--- config.mk ---
export PLATFORM = sky130hd
export DESIGN_NAME = xirq_port
export DESIGN_NICKNAME = d
export VERILOG_FILES = /design/src/rtl/xirq_pkg.sv /design/src/rtl/xirq_sync.sv /design/src/rtl/xirq_detect.sv /design/src/rtl/xirq_regs.sv /design/src/rtl/xirq_port.sv
export SDC_FILE = /design/constraint.sdc
export NUM_CORES = 1
export LEC_CHECK = 0
export ABC_AREA = 1
export BUFFER_PORTS_ARGS = -buffer_cell sky130_fd_sc_hd__clkbuf_2
export CORE_UTILIZATION = 50
export DETAILED_ROUTE_END_ITERATION = 16
export PLACE_DENSITY = 0.79
export SLEW_MARGIN = 20
export SYNTH_ARGS = -nofsm -noshare
export SYNTH_HDL_FRONTEND = slang
export SYNTH_SLANG_ARGS = --single-unit
--- constraint.sdc ---
create_clock -name clk -period 1.4 [get_ports clk]
set_input_delay 0.07 -clock clk [delete_from_list [all_inputs] [get_ports clk]]
set_output_delay 0.07 -clock clk [all_outputs]
set_load 0.01 [all_outputs]
--- src/rtl/xirq_pkg.sv ---
package xirq_pkg;

  localparam logic [1:0] DET_LEVEL = 2'b00;
  localparam logic [1:0] DET_RISE  = 2'b01;
  localparam logic [1:0] DET_FALL  = 2'b10;
  localparam logic [1:0] DET_BOTH  = 2'b11;

  localparam logic [1:0] RA_MODE = 2'd0;
  localparam logic [1:0] RA_DIR  = 2'd1;
  localparam logic [1:0] RA_DATA = 2'd2;
  localparam logic [1:0] RA_FLAG = 2'd3;

  // Does a transition prev->cur match the selected detection mode?
  function automatic logic edge_hit(input logic [1:0] mode, input logic prev, input logic cur);
    logic hit;
    case (mode)
      DET_RISE: hit = !prev && cur;
      DET_FALL: hit = prev && !cur;
      DET_BOTH: hit = prev ^ cur;
      default:  hit = 1'b0;
    endcase
    return hit;
  endfunction

  // Request seen by the interrupt controller.
  function automatic logic req_of(input logic [1:0] mode, input logic cur, input logic flag);
    return (mode == DET_LEVEL) ? !cur : flag;
  endfunction

endpackage

--- src/rtl/xirq_sync.sv ---
module xirq_sync #(
  parameter int W      = 8,
  parameter int STAGES = 2
) (
  input  logic         clk,
  input  logic         rst_n,
  input  logic [W-1:0] d,
  output logic [W-1:0] cur,
  output logic [W-1:0] prev
);
  logic [W-1:0] stage_q [STAGES];

  generate
    for (genvar s = 0; s < STAGES; s++) begin : g_stage
      if (s == 0) begin : g_first
        always_ff @(posedge clk) begin
          if (!rst_n) stage_q[0] <= '1;
          else        stage_q[0] <= d;
        end
      end else begin : g_next
        always_ff @(posedge clk) begin
          if (!rst_n) stage_q[s] <= '1;
          else        stage_q[s] <= stage_q[s-1];
        end
      end
    end
  endgenerate

  always_ff @(posedge clk) begin
    if (!rst_n) prev <= '1;
    else        prev <= stage_q[STAGES-1];
  end

  assign cur = stage_q[STAGES-1];
endmodule

--- src/rtl/xirq_detect.sv ---
module xirq_detect
  import xirq_pkg::*;
(
  input  logic       clk,
  input  logic       rst_n,
  input  logic [1:0] mode,
  input  logic       cur,
  input  logic       prev,
  input  logic       clr,
  output logic       flag_q,
  output logic       irq
);
  logic edge_ev;
  assign edge_ev = edge_hit(mode, prev, cur);

  // A fresh edge outranks a software clear in the same cycle.
  always_ff @(posedge clk) begin
    if (!rst_n)       flag_q <= 1'b0;
    else if (edge_ev) flag_q <= 1'b1;
    else if (clr)     flag_q <= 1'b0;
  end

  assign irq = req_of(mode, cur, flag_q);

  assert_edge_latch_R9: assert property (@(posedge clk) disable iff (!rst_n)
    edge_ev |=> flag_q);

  assert_clear_empties_R8: assert property (@(posedge clk) disable iff (!rst_n)
    (clr && !edge_ev) |=> !flag_q);

  assert_flag_from_edge_R5: assert property (@(posedge clk) disable iff (!rst_n)
    $rose(flag_q) |-> $past(edge_ev));
endmodule

--- src/rtl/xirq_regs.sv ---
module xirq_regs
  import xirq_pkg::*;
#(
  parameter int NPINS = 8
) (
  input  logic               clk,
  input  logic               rst_n,
  input  logic [1:0]         addr,
  input  logic               we,
  input  logic [2*NPINS-1:0] wdata,
  input  logic [NPINS-1:0]   pin_lvl,
  input  logic [NPINS-1:0]   flag_q,
  output logic [2*NPINS-1:0] mode_q,
  output logic [NPINS-1:0]   dir_q,
  output logic [NPINS-1:0]   dout_q,
  output logic [NPINS-1:0]   flag_clr,
  output logic [2*NPINS-1:0] rdata
);
  localparam int DW = 2 * NPINS;
  localparam logic [NPINS-1:0] PMASK = {{(NPINS-1){1'b1}}, 1'b0};
  localparam logic [DW-1:0]    MMASK = {{(DW-2){1'b1}}, 2'b00};

  logic wr_mode, wr_dir, wr_data, wr_flag;
  assign wr_mode = we && (addr == RA_MODE);
  assign wr_dir  = we && (addr == RA_DIR);
  assign wr_data = we && (addr == RA_DATA);
  assign wr_flag = we && (addr == RA_FLAG);

  always_ff @(posedge clk) begin
    if (!rst_n) begin
      mode_q <= '0;
      dir_q  <= '0;
      dout_q <= '0;
    end else begin
      if (wr_mode) mode_q <= wdata & MMASK;
      if (wr_dir)  dir_q  <= wdata[NPINS-1:0] & PMASK;
      if (wr_data) dout_q <= wdata[NPINS-1:0] & PMASK;
    end
  end

  assign flag_clr = wr_flag ? (wdata[NPINS-1:0] & PMASK) : '0;

  logic [NPINS-1:0] pin_view;
  assign pin_view = ((dir_q & dout_q) | (~dir_q & pin_lvl)) & PMASK;

  logic [DW-1:0] rd_mux;
  always_comb begin
    case (addr)
      RA_MODE: rd_mux = mode_q;
      RA_DIR:  rd_mux = {{NPINS{1'b0}}, dir_q};
      RA_DATA: rd_mux = {{NPINS{1'b0}}, pin_view};
      default: rd_mux = {{NPINS{1'b0}}, flag_q};
    endcase
  end

  always_ff @(posedge clk) begin
    if (!rst_n) rdata <= '0;
    else        rdata <= rd_mux;
  end

  assert_dir_write_R2: assert property (@(posedge clk) disable iff (!rst_n)
    wr_dir |=> (dir_q == ($past(wdata[NPINS-1:0]) & PMASK)));

  assert_reserved_zero_R3: assert property (@(posedge clk) disable iff (!rst_n)
    (mode_q[1:0] == 2'b00) && !dir_q[0]);
endmodule

--- src/rtl/xirq_port.sv ---
module xirq_port
  import xirq_pkg::*;
#(
  parameter int NPINS       = 8,
  parameter int SYNC_STAGES = 2
) (
  input  logic               clk,
  input  logic               rst_n,
  input  logic [1:0]         bus_addr,
  input  logic               bus_we,
  input  logic [2*NPINS-1:0] bus_wdata,
  output logic [2*NPINS-1:0] bus_rdata,
  input  logic [NPINS-1:0]   pin_in,
  output logic [NPINS-1:0]   pin_out,
  output logic [NPINS-1:0]   pin_oe,
  output logic [NPINS-1:0]   irq_req
);
  logic [2*NPINS-1:0] mode_q;
  logic [NPINS-1:0]   dir_q, dout_q, flag_clr, flag_q;
  logic [NPINS-1:0]   pad_lvl, cur_lvl, prev_lvl;

  // An output pin carries its own data latch back into the detector.
  assign pad_lvl = (dir_q & dout_q) | (~dir_q & pin_in);

  xirq_sync #(.W(NPINS), .STAGES(SYNC_STAGES)) sync_i (
    .clk(clk), .rst_n(rst_n), .d(pad_lvl), .cur(cur_lvl), .prev(prev_lvl));

  xirq_regs #(.NPINS(NPINS)) regs_i (
    .clk(clk), .rst_n(rst_n), .addr(bus_addr), .we(bus_we), .wdata(bus_wdata),
    .pin_lvl(cur_lvl), .flag_q(flag_q), .mode_q(mode_q), .dir_q(dir_q),
    .dout_q(dout_q), .flag_clr(flag_clr), .rdata(bus_rdata));

  generate
    for (genvar i = 0; i < NPINS; i++) begin : g_pin
      if (i == 0) begin : g_rsvd
        assign flag_q[0]  = 1'b0;
        assign irq_req[0] = 1'b0;
      end else begin : g_det
        xirq_detect det_i (
          .clk(clk), .rst_n(rst_n), .mode(mode_q[2*i+1:2*i]),
          .cur(cur_lvl[i]), .prev(prev_lvl[i]), .clr(flag_clr[i]),
          .flag_q(flag_q[i]), .irq(irq_req[i]));

        assert_level_follow_R4: assert property (@(posedge clk) disable iff (!rst_n)
          (mode_q[2*i+1:2*i] == DET_LEVEL) |-> (irq_req[i] == !cur_lvl[i]));
      end
    end
  endgenerate

  logic unused_pin0;
  assign unused_pin0 = prev_lvl[0];

  assign pin_out = dout_q;
  assign pin_oe  = dir_q;
endmodule

# --- Yosys cells after proc, flatten, opt, wreduce, memory -nomap -nowiden ---
# Memory sizes are Yosys's and may differ from the RTL's.
# Index checks and enable logic that the tools add are counted.
totals:
  register_bits: 59
  elab_cells: 133
  ram_bits: 16
  memories: 1
  output_inout_bits: 40
classes:
  mux: 34
  bitwise_logic: 15
  n_eq_ne: 24
  n_reduce_logical: 47
memory_table:
  columns: ["name", "depth", "word_bits", "rd", "rd_ports_with_merged_regs", "wr", "line", "text"]
  rows:
  - ["sync_i.stage_q", 2, 8, 2, 0, 2, "xirq_sync.sv:11", "logic [W-1:0] stage_q [STAGES];"]
op_table:
  columns: ["op", "n"]
  rows:
  - ["case mux 16 bit (3 select lines)", 1]
  - ["== test 2 bit, second input constant", 16]
  - ["bitwise AND 8 bit", 3]
  - ["2-to-1 mux 8 bit", 3]
  - ["2-to-1 mux 1 bit", 23]
  - ["case mux 1 bit (3 select lines)", 7]
  - ["logical AND 1 bit", 18]
  - ["== test 2 x 1 -> 1 bit, second input constant", 8]
  - ["logical NOT 2 bit", 8]
  - ["bitwise OR 8 bit", 2]
  - ["logical NOT 1 bit", 14]
  - ["nonzero test 2 bit", 7]
  - ["NOT 8 bit", 1]
  - ["bitwise XOR 1 bit", 7]
  - ["bitwise OR 1 bit", 2]

# --- Depth between registers and ports, before layout ---
# Gate-level depths: netlist of the first run.
depth:
  word_depth: 5
  mapped_depth: 7
  mapped_depth_nobuf: 7

# --- By module ---
# A second synthesis of the first run with hierarchy kept.
hier_totals:
  cells_unflattened: 508
  area_unflattened_um2: 3508.4
by_module_without_submodules:
  columns: ["module", "area_per_inst_um2", "seq_area_each_um2", "instances", "cells_each"]
  rows:
  - ["xirq_regs", 1835.5, 880.8, 1, 260]
  - ["xirq_detect", 122.6, 20.0, 7, 20]
  - ["xirq_sync", 683.2, 480.5, 1, 74]
  - ["xirq_port", 131.4, 0.0, 1, 34]

# --- Worst setup path after synthesis of the first run ---
# Ideal clock, no wire load.
synth_path:
  kind: "register -> register"
  startpoint: "reg sync_i.prev[1], read port of sync_i.stage_q"
  endpoint: "reg g_pin[1].g_det.det_i.flag_q"
  setup_ns: 0.070
  arrival_ns: 0.906
  stages_incl_launch_ff: 8
  synth_period_minus_slack_ns: 0.976
  slack_ns: 0.424
  path_cell_list: "dfxtp_1 inv_1 ha_1 inv_1 nand2_1 nand3_1 nand2_1 a21oi_1"
synth_between:
  elab_chain_cells: 4
synth_lines:
  columns: ["element", "line", "text"]
  rows:
  - ["start, declared", "xirq_sync.sv:9", "output logic [W-1:0] prev"]
  - ["logical NOT 1 bit", "xirq_pkg.sv:17", "DET_RISE: hit = !prev && cur;"]
  - ["logical AND 1 bit", "xirq_pkg.sv:17", null]
  - ["case mux 1 bit (3 select lines) *", "xirq_pkg.sv:16", "case (mode)"]
  - ["2-to-1 mux 1 bit / nonzero test 2 bit (equally long branches)", null, null]
  - ["end signal, assigned", "xirq_detect.sv:18", "if (!rst_n) flag_q <= 1'b0;"]
  - ["end signal, assigned", "xirq_detect.sv:19", "else if (edge_ev) flag_q <= 1'b1;"]
  - ["end signal, assigned", "xirq_detect.sv:20", "else if (clr) flag_q <= 1'b0;"]
  - ["end, declared", "xirq_detect.sv:10", "output logic flag_q,"]
# Every way passes the cells marked *; elsewhere a longest branch is shown, timed or not.
# A chain may end at the register's enable or synchronous reset.

# --- Final worst setup path of the first run ---
layout_path:
  startpoint: "reg regs_i.mode_q[4]"
  endpoint: "out irq_req[2]"
layout_between:
  elab_chain_cells: 2
layout_lines:
  columns: ["element", "line", "text"]
  rows:
  - ["start, declared", "xirq_regs.sv:13", "output logic [2*NPINS-1:0] mode_q,"]
  - ["start signal, assigned", "xirq_regs.sv:35", "if (wr_mode) mode_q <= wdata & MMASK;"]
  - ["logical NOT 2 bit", "xirq_pkg.sv:27", "return (mode == DET_LEVEL) ? !cur : flag;"]
  - ["2-to-1 mux 1 bit", "xirq_pkg.sv:27", null]
  - ["end, declared", "xirq_port.sv:16", "output logic [NPINS-1:0] irq_req"]
# No other way between the ends.

==> impl_metrics.tcl, run 1 <==
set metrics [dict create \
    grt_max_degree 49 \
    nNetsFinal 525 \
    cts_tree "yes" \
    hold_viol 0 \
    multi_input_area_um2 1350 \
    synth_ff_type "dfxtp_1" \
    rsz0062_at_grt "false" \
    timing.rr.start "sync_i.prev[7]$_SDFF_PN1_" \
    crit_path_end_kind "output pin" \
    path_max_fanout 5 \
    layout_min_cycle_time_ns 1.28 \
    clk_path_buf_depth 2 \
    ir_worst_vdd_uv 716 \
    hp-start "bus_wdata[10]" \
    setup.worst_path.start_class "register" \
    synth_top_cell_by_area "dfxtp_1" \
    syn_avg_cell_area_um2 7.59 \
    final_antenna_net_count 0 \
    worst_pin_slew_ns 0.605 \
    cts_resized 0 \
    vias_per_cell 5.15 \
    register_area_um2 1420 \
    htree_num_levels 3 \
    syn_inst 411 \
    total_leakage_power_nw 1.87 \
    pre_cts_ws_ns 0.266 \
    drt_iter0_markers 241 \
    drive_above_1_share 0.205 \
    cap_violations 0 \
    min_path_type "in2reg" \
    status "completed" \
    required_ns 1.33 \
    worst_hold_slack_ns 0.00566 \
    via_count 2894 \
    yosysMostFrequentCell "nand2_1" \
    fillers 545 \
    setup_ws_ns 0.125 \
    ioPinCount 69 \
    ys_types 22 \
    grt_pass1_vias 2615 \
    fin_area_um2 3720 \
    port_buffers 62 \
    yosysWarnings 0 \
    skew_ns 0.00803 \
    root_buffer "clkbuf_8" \
    placedCellCount 535 \
    critPathArrivalTime_ns 1.21 \
    core_area_um2 5960 \
    die_area_um2 6560 \
    fin_setup_tns_ns 0 \
    async_reset_ff_frac 0 \
    ys_ff_latch 71 \
    startpoint "regs_i.mode_q[4]$_SDFFE_PN0P_" \
    grt_pass1_wl_mm 11.7 \
    die_w_um 81.0 \
    antenna_found_initial 0 \
    initial_utilization 0.524 \
    gp_congestion 0.783 \
    fmax_mhz 784 \
    drt_first_pass_iters 5 \
    post-dp-hpwl_mm 4.93 \
    grt.total_usage 0.236 \
    post_drt_wl_per_cell_um 12.7 \
    synth_common_cells "83 x nand2_1, 71 x dfxtp_1, 46 x inv_1" \
    syn_area_um2 3120 \
    finalSetupViolCount 0 \
    cts.clk_slew.worst_paths_ns 0.07 \
    die_h_um 81.0 \
    fp-row-count 28 \
    final_util 0.625 \
    yosysSeqAreaShare 0.456 \
    cts_num_sinks 71 \
    cts_buffers 9 \
    synthTopCellsByArea "dfxtp_1 46%, nand2_1 10%, a21oi_1 5.6%" \
    final_cells 562 \
    post-route-period-util 0.911 \
    power.density_nw_per_um2 1160 \
    yosysTopAreaCellShare 0.456 \
    slew_headroom 0.596 \
    grt_overflow 0 \
    drc 0 \
    critPathKind "reg2out" \
    clk_latency_ns 0.34 \
    synth_edf_count 0 \
    post_cts.repair.setup_buffers 0 \
    n_antenna_cell 0 \
    place_area_um2 3420 \
    cts_hold_buf 11 \
    drv_slew 0 \
    wl_mm 7.12 \
    total_power_mw 4.32 \
    area_delta_synth_final_pct 19.3 \
]
[worst paths after layout]
path / end / slack [ns] / cells after the start
max: irq_req[2] / 0.12 / 4
min: regs_i.mode_q[10]$_SDFFE_PN0P_ / 0.006 / 3
max reg2reg: g_pin[7].g_det.det_i.flag_q$_SDFFE_PN0P_ / 0.28 / 7
min reg2reg: sync_i.stage_q[1][3]$_SDFF_PN1_ / 0.42 / 1
[registers in the layout, indices dropped and copies added (netlist names)]
signal                    cells
regs_i.dir_q                  7
sync_i.prev                   7
regs_i.rdata                 15
sync_i.stage_q               14
g_pin.g_det.det_i.flag_q      7
regs_i.mode_q                14
regs_i.dout_q                 7
[power breakdown]
group / internal [mW] / total (mW) / switching (mW)
Clock: 0.864 / 1.59 / 0.724
Combinational: 0.215 / 0.535 / 0.320
Sequential: 2.12 / 2.19 / 0.0704
[cell type report]
type | count | share of cell area
Tap cell | 75 | 0.0252
Clock inverter | 4 | 0.0121
Sequential cell | 71 | 0.382
Multi-Input combinational cell | 269 | 0.362
Timing Repair Buffer | 81 | 0.129
Clock buffer | 12 | 0.0390
Inverter | 50 | 0.0504
[logic make-up after synthesis]
logic type	share of synthesized area
and+or+nand+nor	0.247
AOI/OAI and AO/OA	0.124
buffers and inverters	0.116
DFF	0.456
adders and majority gates	0.0562
other	0.00120
[cells in the final DEF (no fill, tap or decap), drive strengths merged]
cell | Yosys | layout
conb | 1 | 4
buf | 20 | 8
clkinv | 0 | 3
nand2 | 85 | 85
o211ai | 1 | 1
nand3 | 21 | 21
nor3 | 8 | 8
nand4 | 7 | 7
bufinv | 0 | 1
ha | 14 | 14
or2 | 7 | 7
clkbuf | 4 | 74
a21oi | 35 | 35
o21ai | 41 | 41
inv | 50 | 50
dlygate4sd3 | 0 | 11
dfxtp | 71 | 71
nor2 | 46 | 46
[per-layer routing]
layer	wire length [um]	global-route usage
met5	0	0
met4	135	0.104
met3	400	0.0438
met2	3360	0.387
met1	3230	0.301
[critical path, cell delays in order (launching register included)]
cell      delay, ns
dfxtp_1        0.35
nor2_1         0.17
nor2_1         0.05
a21oi_1        0.14
clkbuf_2       0.16
(Power assumes the default switching activity.)
==> run 2, diff against run 1 <==
CELL_PAD_IN_SITES_DETAIL_PLACEMENT = 2   (was not set)
CELL_PAD_IN_SITES_GLOBAL_PLACEMENT = 2   (was not set)
CORE_UTILIZATION = 32   (was 50)
PLACE_DENSITY = 0.88   (was 0.79)
==> impl_metrics.tcl, run 2 (synthesis results as in run 1) <==
set metrics [dict create \
    regMostFlops "regs_i.rdata" \
    crit_path_end_kind "output pin" \
    root_buffer "clkbuf_8" \
    area_delta_synth_final_pct 21.0 \
    ir_worst_vdd_uv 381 \
    final_cell_mix "83 x nand2_1, 71 x dfxtp_1, 62 x clkbuf_2" \
    nNetsFinal 527 \
    drt_first_pass_iters 4 \
    layout_min_cycle_time_ns 1.28 \
    gp_congestion 0.769 \
    place_area_um2 3500 \
    ioPinCount 69 \
    final_common_cell "nand2_1" \
    power.density_nw_per_um2 1110 \
    fin_setup_tns_ns 0 \
    initial_utilization 0.334 \
    fp-row-count 35 \
    skew_ns 0.00884 \
    via_count 2994 \
    cap_violations 0 \
    clkPwrFrac 0.338 \
    drive_above_1_share 0.208 \
    setup_ws_ns 0.116 \
    multi_input_area_um2 1350 \
    final_antenna_net_count 0 \
    status "completed" \
    post-dp-hpwl_mm 7.11 \
    hold_viol 0 \
    required_ns 1.33 \
    core_area_um2 9330 \
    fillers 1122 \
    register_area_um2 1420 \
    grt_pass1_vias 3204 \
    critPathKind "reg2out" \
    wl_mm 10.0 \
    fin_area_um2 3770 \
    finalSetupViolCount 0 \
    cts.clk_slew.worst_paths_ns 0.08 \
    rsz0062_at_grt "false" \
    port_buffers 62 \
    pwr-share-comb 0.137 \
    drt_iter0_markers 103 \
    die_h_um 101 \
    post_drt_wl_per_cell_um 16.3 \
    cts_num_sinks 71 \
    vias_per_cell 4.87 \
    cts_buffers 9 \
    grt_overflow 0 \
    grt_max_degree 31 \
    drv_slew 0 \
    grt.total_usage 0.215 \
    largest_register_ffs 15 \
    drc 0 \
    htree_num_levels 3 \
    setup.worst_path.start_class "register" \
    n_antenna_cell 0 \
    die_area_um2 10100 \
    antenna_found_initial 0 \
    critPathArrivalTime_ns 1.21 \
    reg_top3 "regs_i.rdata x15, regs_i.mode_q x14, sync_i.stage_q x14" \
    min_path_type "in2reg" \
    clk_path_buf_depth 2 \
    cts_tree "yes" \
    die_w_um 101 \
    clk_latency_ns 0.35 \
    seqPwrFrac 0.526 \
    pre_cts_ws_ns 0.243 \
    total_power_mw 4.19 \
    fmax_mhz 779 \
    path_max_fanout 5 \
    p_int_mw 3.00 \
    total_leakage_power_nw 1.86 \
    grt_pass1_wl_mm 16.4 \
    post-route-period-util 0.917 \
    p_sw_mw 1.19 \
    p_sw_frac 0.284 \
]
-- run 2: final timing paths --
kind,slack [ns],depth (start not counted),startpoint,to
worst max-delay path,0.12,4,regs_i.mode_q[4]$_SDFFE_PN0P_,irq_req[2]
worst min-delay path,0.02,3,bus_wdata[12],regs_i.mode_q[12]$_SDFFE_PN0P_
worst max register to register,0.27,7,sync_i.prev[5]$_SDFF_PN1_,g_pin[5].g_det.det_i.flag_q$_SDFFE_PN0P_
worst min register to register,0.41,1,sync_i.stage_q[0][3]$_SDFF_PN1_,sync_i.stage_q[1][3]$_SDFF_PN1_
-- run 2: final cells by class --
| class | instances | share of cell area |
|---|---|---|
| clock buffer | 11 | 0.0375 |
| timing repair buffer | 83 | 0.132 |
| clock inverter | 2 | 0.00265 |
| sequential | 71 | 0.377 |
| inverter | 50 | 0.0497 |
| tap | 129 | 0.0428 |
| multi-input combinational | 269 | 0.359 |
-- run 2: worst max-delay path: stages (launching register included) --
cell	delay, ns
dfxtp_1	0.38
nor2_2	0.16
nor2_1	0.05
a21oi_1	0.12
clkbuf_2	0.15
-- run 2: repair_timing --
item,in CTS,in global routing
gates resized for setup,0,2
endpoints found under the hold margin,14,0
hold buffers,12,0
setup buffers,0,0
endpoints found under the setup margin,0,2
-- run 2: metrics by stage --
stage                      util  hold slack (ns)  instances
after global routing      0.405           0.0247        615
after floorplan               -            0.183        414
after global placement    0.375            0.276        590
after detailed placement  0.375            0.287        590
final                     0.405           0.0191        615
after CTS                 0.404          0.00773        615
-- run 2: power groups by stage --
stage	sequential, mW	combinational, mW	clock (mW)
detailed placement	2.25	0.540	0
finish	2.20	0.572	1.42
floorplan	2.24	0.353	0
CTS	2.20	0.579	1.45
global placement	2.24	0.513	0
global route	2.22	0.645	1.53
-- run 2: per-layer routing --
layer	vias up	share of wire	GRT usage
li1	1446	-	-
met4	0	0.013	0.0658
met3	9	0.032	0.0492
met5	-	0	0
met1	1481	0.46	0.261
met2	58	0.50	0.378
==> run 3, diff against run 2 <==
CORE_MARGIN = 3   (was not set)
CORE_UTILIZATION = 30   (was 32)
PLACE_DENSITY = 0.83   (was 0.88)
==> impl_metrics.tcl, run 3 (synthesis results as in run 1) <==
set metrics [dict create \
    gp_congestion 0.789 \
    grt_pass1_wl_mm 16.0 \
    final_cells 622 \
    cts_buffers 9 \
    core_area_um2 9950 \
    port_buffers 62 \
    antenna_found_initial 0 \
    setup.worst_path.start_class "register" \
    layout_min_cycle_time_ns 1.31 \
    n_antenna_cell 0 \
    fp-row-count 36 \
    nNetsFinal 527 \
    area_delta_synth_final_pct 22.5 \
    timing.rr.start "sync_i.stage_q[1][5]$_SDFF_PN1_" \
    wl_mm 10.0 \
    die_h_um 108 \
    status "completed" \
    clk_latency_ns 0.35 \
    drt_first_pass_iters 4 \
    die_area_um2 11700 \
    cts_num_sinks 71 \
    final_antenna_net_count 0 \
    r2r_setup_slack_ns 0.25 \
    required_ns 1.33 \
    post-dp-hpwl_mm 7.42 \
    final_cell_mix "83 x nand2_1, 71 x dfxtp_1, 62 x clkbuf_2" \
    timing.rr.end "g_pin[5].g_det.det_i.flag_q$_SDFFE_PN0P_" \
    ir_worst_vdd_uv 372 \
    path_max_fanout 5 \
    grt.total_usage 0.177 \
    die_w_um 108 \
    reg_top3 "regs_i.rdata x15, regs_i.mode_q x14, sync_i.stage_q x14" \
    vias_per_cell 4.79 \
    ioPinCount 69 \
    regMostFlops "regs_i.rdata" \
    reg2regPathDepth 6 \
    hold_viol 0 \
    grt_overflow 0 \
    crit_end "irq_req[2]" \
    via_count 2981 \
    largest_register_ffs 15 \
    placedCellCount 595 \
    critPathKind "reg2out" \
    crit_path_end_kind "output pin" \
    drt_iter0_markers 71 \
    critPathArrivalTime_ns 1.24 \
    min_path_type "in2reg" \
    rsz0062_at_grt "false" \
    final_common_cell "nand2_1" \
    fin_area_um2 3820 \
    power.density_nw_per_um2 1110 \
    clk_path_buf_depth 2 \
    finalSetupViolCount 0 \
    cap_violations 0 \
    drv_slew 0 \
    drive_above_1_share 0.215 \
    grt_max_degree 32 \
    post_cts.repair.setup_buffers 0 \
    initial_utilization 0.313 \
    place_area_um2 3530 \
    skew_ns 0.0102 \
    post_drt_wl_per_cell_um 16.1 \
    post-route-period-util 0.933 \
    total_power_mw 4.24 \
    htree_num_levels 3 \
    fillers 1175 \
    drc 0 \
    startpoint "regs_i.mode_q[4]$_SDFFE_PN0P_" \
    fin_setup_tns_ns 0 \
    cts.clk_slew.worst_paths_ns 0.08 \
    cts_tree "yes" \
    grt_pass1_vias 3184 \
    total_leakage_power_nw 1.87 \
    fmax_mhz 765 \
    root_buffer "clkbuf_8" \
    worst_hold_slack_ns 0.0123 \
]
-- run 3: how the worst min path moves through the flow --
| stage | depth (start not counted) | end | startpoint |
|---|---|---|---|
| after floorplan | 2 | sync_i.stage_q[0][2]$_SDFF_PN1_ | pin_in[2] |
| after global placement | 3 | sync_i.stage_q[0][3]$_SDFF_PN1_ | pin_in[3] |
| after detailed placement | 3 | sync_i.stage_q[0][3]$_SDFF_PN1_ | pin_in[3] |
| after CTS | 3 | regs_i.mode_q[14]$_SDFFE_PN0P_ | bus_wdata[14] |
| after global routing | 3 | regs_i.mode_q[15]$_SDFFE_PN0P_ | bus_wdata[15] |
| final | 3 | regs_i.dir_q[1]$_SDFFE_PN0P_ | bus_wdata[1] |
-- run 3: stage by stage --
stage	worst slack [ns]	util
floorplan	0.424	-
detailed placement	0.246	0.355
global placement	0.292	0.355
finish	0.0936	0.384
CTS	0.0668	0.384
global route	0.00574	0.384
-- run 3: area by class of cell --
cell class	count	area, um^2	area share
inverters	50	188	0.0491
clock inverters	7	50.0	0.0131
multi-input cells	269	1350	0.354
repair buffers	83	520	0.136
well taps	133	166	0.0435
flip-flops and latches	71	1420	0.372
clock buffers	9	124	0.0324
-- run 3: critical path, cell delays in order, from the launching register on --
cell and delay [ns]:
dfxtp_1 0.37, nor2_1 0.16, nor2_1 0.05, a21oi_1 0.14, clkbuf_2 0.16
-- run 3: where the power goes --
group          total [mW]  internal [mW]  switching (mW)
clock                1.47          0.641           0.824
sequential           2.20           2.12          0.0795
combinational       0.579          0.225           0.354
-- run 3: timing repair --
item	in CTS	in global routing
resized for setup	0	1
endpoints found under the hold margin	11	0
hold buffers	11	0
setup endpoints to repair	0	1
-- run 3: layer usage --
| metal | part of all wire | track usage | vias up |
|---|---|---|---|
| met5 | 0 | 0 | - |
| met4 | 0.014 | 0.0523 | 0 |
| met3 | 0.036 | 0.0310 | 16 |
| met2 | 0.50 | 0.314 | 58 |
| met1 | 0.45 | 0.217 | 1461 |
| li1 | - | - | 1446 |
